`config.mk`:
```
export PLATFORM = sky130hd
export DESIGN_NAME = gpio_masked_port
export DESIGN_NICKNAME = d
export VERILOG_FILES = /design/src/rtl/gpio_port_pkg.sv /design/src/rtl/gpio_in_sync.sv /design/src/rtl/gpio_reg_bank.sv /design/src/rtl/gpio_read_mux.sv /design/src/rtl/gpio_masked_port.sv
export SDC_FILE = /design/constraint.sdc
export NUM_CORES = 1
export LEC_CHECK = 0
export CORE_ASPECT_RATIO = 1.1
export CORE_UTILIZATION = 40
export CTS_CLUSTER_DIAMETER = 60
export DETAILED_ROUTE_END_ITERATION = 8
export DONT_BUFFER_PORTS = 1
export PLACE_DENSITY = 0.66
export SLEW_MARGIN = 30
export SYNTH_ARGS = -nofsm -noshare
export SYNTH_HDL_FRONTEND = slang
export SYNTH_SLANG_ARGS = --single-unit
```
`constraint.sdc`:
```
create_clock -name clk -period 1.3 [get_ports clk]
set_input_delay 0.26 -clock clk [delete_from_list [all_inputs] [get_ports clk]]
set_output_delay 0.26 -clock clk [all_outputs]
set_load 0.05 [all_outputs]
```
`src/rtl/gpio_port_pkg.sv`:
```
package gpio_port_pkg;
  typedef enum logic [1:0] {
    RGN_NONE = 2'd0,
    RGN_DATA = 2'd1,
    RGN_DIR  = 2'd2
  } gpio_region_e;
endpackage

```
`src/rtl/gpio_in_sync.sv`:
```
module gpio_in_sync #(
  parameter int WIDTH = 8
) (
  input  logic             clk,
  input  logic             rst_n,
  input  logic [WIDTH-1:0] async_in,
  output logic [WIDTH-1:0] sync_out
);
  logic [WIDTH-1:0] stage1_q;
  logic [WIDTH-1:0] stage2_q;

  always_ff @(posedge clk or negedge rst_n) begin
    if (!rst_n) begin
      stage1_q <= '0;
      stage2_q <= '0;
    end else begin
      stage1_q <= async_in;
      stage2_q <= stage1_q;
    end
  end

  assign sync_out = stage2_q;

  // each stage takes the previous one's value one edge later
  a_r8_first_stage: assert property (@(posedge clk) disable iff (!rst_n)
    1'b1 |=> stage1_q == $past(async_in));
  a_r8_second_stage: assert property (@(posedge clk) disable iff (!rst_n)
    1'b1 |=> stage2_q == $past(stage1_q));
endmodule

```
`src/rtl/gpio_reg_bank.sv`:
```
module gpio_reg_bank
  import gpio_port_pkg::*;
#(
  parameter int                NPINS   = 8,
  parameter int                ADDR_W  = 12,
  parameter logic [ADDR_W-1:0] DIR_OFF = 12'h400
) (
  input  logic              clk,
  input  logic              rst_n,
  input  logic              sel,
  input  logic              wr,
  input  logic [ADDR_W-1:0] addr,
  input  logic [NPINS-1:0]  wdata,
  output gpio_region_e      region,
  output logic [NPINS-1:0]  sel_mask,
  output logic [NPINS-1:0]  dir_q,
  output logic [NPINS-1:0]  out_q
);
  localparam int WIN_BITS = NPINS + 2;

  logic data_we;
  logic dir_we;

  always_comb begin
    if (addr[ADDR_W-1:WIN_BITS] == '0)
      region = RGN_DATA;
    else if (addr == DIR_OFF)
      region = RGN_DIR;
    else
      region = RGN_NONE;
  end

  assign sel_mask = addr[WIN_BITS-1:2];
  assign data_we  = sel && wr && (region == RGN_DATA);
  assign dir_we   = sel && wr && (region == RGN_DIR);

  always_ff @(posedge clk or negedge rst_n) begin
    if (!rst_n)
      dir_q <= '0;
    else if (dir_we)
      dir_q <= wdata;
  end

  for (genvar n = 0; n < NPINS; n++) begin : g_out_bit
    always_ff @(posedge clk or negedge rst_n) begin
      if (!rst_n)
        out_q[n] <= 1'b0;
      else if (data_we && sel_mask[n] && dir_q[n])
        out_q[n] <= wdata[n];
    end
  end

  a_r2_dir_load: assert property (@(posedge clk) disable iff (!rst_n)
    (sel && wr && addr == DIR_OFF) |=> dir_q == $past(wdata));
  // bits outside the mask or on input pins keep their value
  a_r3_unselected_hold: assert property (@(posedge clk) disable iff (!rst_n)
    (sel && wr && addr[ADDR_W-1:WIN_BITS] == '0) |=>
      ((out_q ^ $past(out_q)) & ~($past(addr[WIN_BITS-1:2]) & $past(dir_q))) == '0);
  a_r5_input_pin_kept: assert property (@(posedge clk) disable iff (!rst_n)
    !(sel && wr && addr[ADDR_W-1:WIN_BITS] == '0) |=> $stable(out_q));
  a_r9_unmapped_write: assert property (@(posedge clk) disable iff (!rst_n)
    (sel && wr && addr[ADDR_W-1:WIN_BITS] != '0 && addr != DIR_OFF) |=>
      ($stable(out_q) && $stable(dir_q)));
endmodule

```
`src/rtl/gpio_read_mux.sv`:
```
module gpio_read_mux
  import gpio_port_pkg::*;
#(
  parameter int NPINS = 8
) (
  input  logic             clk,
  input  logic             rst_n,
  input  logic             rd_en,
  input  gpio_region_e     region,
  input  logic [NPINS-1:0] sel_mask,
  input  logic [NPINS-1:0] dir_q,
  input  logic [NPINS-1:0] out_q,
  input  logic [NPINS-1:0] pin_sync,
  output logic [NPINS-1:0] rdata
);
  logic [NPINS-1:0] win_val;
  logic [NPINS-1:0] rd_next;

  for (genvar n = 0; n < NPINS; n++) begin : g_rd_bit
    assign win_val[n] = sel_mask[n] & (dir_q[n] ? out_q[n] : pin_sync[n]);
  end

  always_comb begin
    unique case (region)
      RGN_DATA: rd_next = win_val;
      RGN_DIR:  rd_next = dir_q;
      default:  rd_next = '0;
    endcase
  end

  always_ff @(posedge clk or negedge rst_n) begin
    if (!rst_n)
      rdata <= '0;
    else if (rd_en)
      rdata <= rd_next;
  end

  a_r6_masked_zero: assert property (@(posedge clk) disable iff (!rst_n)
    (rd_en && region == RGN_DATA) |=> (rdata & ~$past(sel_mask)) == '0);
  a_r9_unmapped_read: assert property (@(posedge clk) disable iff (!rst_n)
    (rd_en && region == RGN_NONE) |=> rdata == '0);
  a_r10_hold: assert property (@(posedge clk) disable iff (!rst_n)
    !rd_en |=> $stable(rdata));
endmodule

```
`src/rtl/gpio_masked_port.sv`:
```
module gpio_masked_port
  import gpio_port_pkg::*;
#(
  parameter int                NPINS   = 8,
  parameter int                ADDR_W  = 12,
  parameter logic [ADDR_W-1:0] DIR_OFF = 12'h400
) (
  input  logic              clk,
  input  logic              rst_n,
  input  logic              bus_sel,
  input  logic              bus_wr,
  input  logic [ADDR_W-1:0] bus_addr,
  input  logic [NPINS-1:0]  bus_wdata,
  output logic [NPINS-1:0]  bus_rdata,
  input  logic [NPINS-1:0]  pin_in,
  output logic [NPINS-1:0]  pin_out,
  output logic [NPINS-1:0]  pin_oe
);
  gpio_region_e     region;
  logic [NPINS-1:0] sel_mask;
  logic [NPINS-1:0] dir_q;
  logic [NPINS-1:0] out_q;
  logic [NPINS-1:0] pin_sync;

  gpio_in_sync #(.WIDTH(NPINS)) u_sync (
    .clk      (clk),
    .rst_n    (rst_n),
    .async_in (pin_in),
    .sync_out (pin_sync)
  );

  gpio_reg_bank #(.NPINS(NPINS), .ADDR_W(ADDR_W), .DIR_OFF(DIR_OFF)) u_regs (
    .clk      (clk),
    .rst_n    (rst_n),
    .sel      (bus_sel),
    .wr       (bus_wr),
    .addr     (bus_addr),
    .wdata    (bus_wdata),
    .region   (region),
    .sel_mask (sel_mask),
    .dir_q    (dir_q),
    .out_q    (out_q)
  );

  gpio_read_mux #(.NPINS(NPINS)) u_rdmux (
    .clk      (clk),
    .rst_n    (rst_n),
    .rd_en    (bus_sel && !bus_wr),
    .region   (region),
    .sel_mask (sel_mask),
    .dir_q    (dir_q),
    .out_q    (out_q),
    .pin_sync (pin_sync),
    .rdata    (bus_rdata)
  );

  assign pin_out = out_q;
  assign pin_oe  = dir_q;

  // while reset is held everything reads as zero
  always_comb begin
    if (!rst_n) begin
      a_r1_reset_state: assert (pin_oe == '0 && pin_out == '0 && bus_rdata == '0);
    end
  end
endmodule

```
==> flow_summary.ini <==
[pwr]
ir_worst_vdd_mv = 0.642
power_density_nw_per_um2 = 1210
clkPwrFrac_pct = 38.3
internal-power_uw = 1940
power.total_uw = 2570
p_comb_share_pct = 5.8
switching_share_pct = 24.5
pwr-share-seq_pct = 55.9
power.leakage_uw = 0.000926
switchingPower_uw = 631

[sta]
rsz0062_at_grt = false
maxSlewViolCount = 0
finalCriticalPeriod_ns = 1.22
fin_hold_ws_ns = 0.109
tightest_slew_ns = 0.490
setup_ws_ns = 0.0772
finalCritPeriodShare_pct = 94.1
relSlewSlack_pct = 67.3
setup_viol = 0
hold_violations = 0
fmax_mhz = 818
skew_ns = 0.00774

[routing]
wirelength_um = 3620
drc = 0
antenna_left = 0
wire_per_inst_um = 16.9
first_pass_iters = 5
via_count = 1166
vias_per_cell = 5.45
drt_first_iter_violations = 89

[finish]
area_growth_pct = 27.9
fin_nets = 193
diodes = 0
final_util_pct = 53.4
drive_gt1_share_pct = 36.4
instances_no_fill = 214

[global_route]
grt_overflow_total = 0
antenna_found_initial = 0
grt_pass1_vias = 1232
met3_usage_pct = 6.74
grt_max_degree = 41
grt_pass1_wl_um = 6040
grt_util_met2_pct = 29.8
use_met1_pct = 21.9
busiest_layer = met2
grt_usage_pct = 18.1

[synthesis]
synth_cell_types = 16
syn_area_sq_um = 1660
synthMostInstantiatedCell = dfrtp_1
yosys.area.top_type_share_pct = 60.5
synth-main-ff-cell = dfrtp_1
yosysTopAreaCell = dfrtp_1
netlist_instances = 126
synth_edf_count = 0
async_reset_ff_share_pct = 100
yosysWarnings = 0
synth_area_leaders = dfrtp_1, mux2_2, nand3_1
avgSynthCellArea_sq_um = 13.1
synth_common_cells = dfrtp_1, mux2_2, nand3_1
ys_seq_area_share_pct = 60.5
synth_seq_cells = 40
syn-num-nets = 158

[clock_network]
numClockSinks = 40
htree_levels = 2
cts_buffer_depth = 2
cts-root-buf = clkbuf_8
cts_tree = yes
ctsResizeCount = 0
clkLatencyLatePin_ns = 0.29
cts_buffers = 5
clkTransAtPathRegs_ns = 0.08
post_cts.repair.setup_buffers = 0

[place]
portBuffers = 0
pre_cts_ws_ns = -0.129
hpwlAfterDp_um = 2590
dp_cells = 196
gp_congestion = 0.821

[worst_setup_path]
r2r_setup_slack_ns = 0.22
cp_slowest_stage_delay_ns = 0.43
worstPathMaxFanout = 5
path_depth = 1
endpoint = pin_oe[1]
cp_num_buf_inv = 1
r2r-end = u_rdmux.rdata[1]
cp_cell_sequence = buf_4
r2r_start = u_regs.dir_q[1]
critPathRequiredTime_ns = 1.04
critPathLaunchType = register
path_delay_family = flip-flops
crit_start = u_regs.dir_q[1]
crit_path_end_kind = primary output
worst_path_max_delay_cell = dfrtp_1
reg2regPathDepth = 3
worstSetupPathType = reg -> out
worstPathArrival_ns = 0.96

[floorplan]
rows = 24
ios = 56
die_area_sq_um = 4400
start_util_pct = 41.8
coreArea_sq_um = 3960
die_w_um = 63.3
die_y_um = 69.5

[job]
maxCapViolations = 0

[status]
status = finished, final reports clean

[hold_path]
hp-class = in -> reg
-- metrics by stage --
stage                     TNS (ns)  area [sq um]
after floorplan              -1.56          1690
after global placement      -0.570          1900
after detailed placement    -0.845          1900
after CTS                        0          2120
after global routing             0          2120
final                            0          2120
-- cell usage in the layout, fill, tap and decap left out, types with 2 or more instances in the layout --
master,count
clkbuf_8,5
mux2_2,16
a31oi_1,8
buf_4,24
dfrtp_1,40
nor2_1,9
mux2_4,8
nand3_1,16
nand4_1,8
nor4bb_1,2
dlygate4sd3_1,9
nor3b_1,8
-- registers in the layout (all words and copies together), names as in the netlist --
signal           cells
u_sync.sync_out      8
u_regs.out_q         8
u_regs.dir_q         8
u_rdmux.rdata        8
u_sync.stage1_q      8
-- logic make-up after synthesis --
| group | Yosys count | synth area share [%] |
|---|---|---|
| buffers and inverters | 6 | 1.89 |
| muxes | 24 | 16.3 |
| and+or+nand+nor | 48 | 18.3 |
| DFF | 40 | 60.5 |
| AOI/OAI and AO/OA | 8 | 3.02 |
-- power groups by stage --
stage	logic (uW)	registers [uW]	clock network (uW)
CTS	150	1440	1010
detailed placement	96.9	1470	0
floorplan	76.9	1460	0
global route	167	1450	1070
finish	149	1440	984
global placement	95.3	1460	0
-- worst min path at each step --
stage	startpoint	endpoint	cells after the start
floorplan	rst_n	u_rdmux.rdata[0]	0
global placement	rst_n	u_sync.sync_out[2]	0
detailed placement	rst_n	u_regs.dir_q[2]	0
CTS	bus_wdata[2]	u_regs.dir_q[2]	1
global route	bus_wdata[2]	u_regs.dir_q[2]	1
finish	bus_wdata[2]	u_regs.dir_q[2]	1
-- what timing repair did --
action	4_1_cts	5_1_grt
endpoints found under the hold margin	48	0
hold buffers	10	0
setup endpoints to repair	0	0
-- metal layers --
| metal | vias to the layer above | share of wire [%] |
|---|---|---|
| li1 | 536 | - |
| met1 | 580 | 38 |
| met2 | 46 | 53 |
| met3 | 4 | 7.8 |
| met4 | 0 | 0.94 |
| met5 | - | 0 |
-- cell type report --
class / count / area, sq um
fillers: 352 / 1850
flip-flops and latches: 40 / 1000
multi-input cells: 80 / 653
repair buffers: 34 / 290
clock buffers: 6 / 72.6
well taps: 52 / 65.1
clock inverters: 2 / 35.0
Power figures use the tool's default switching activity.
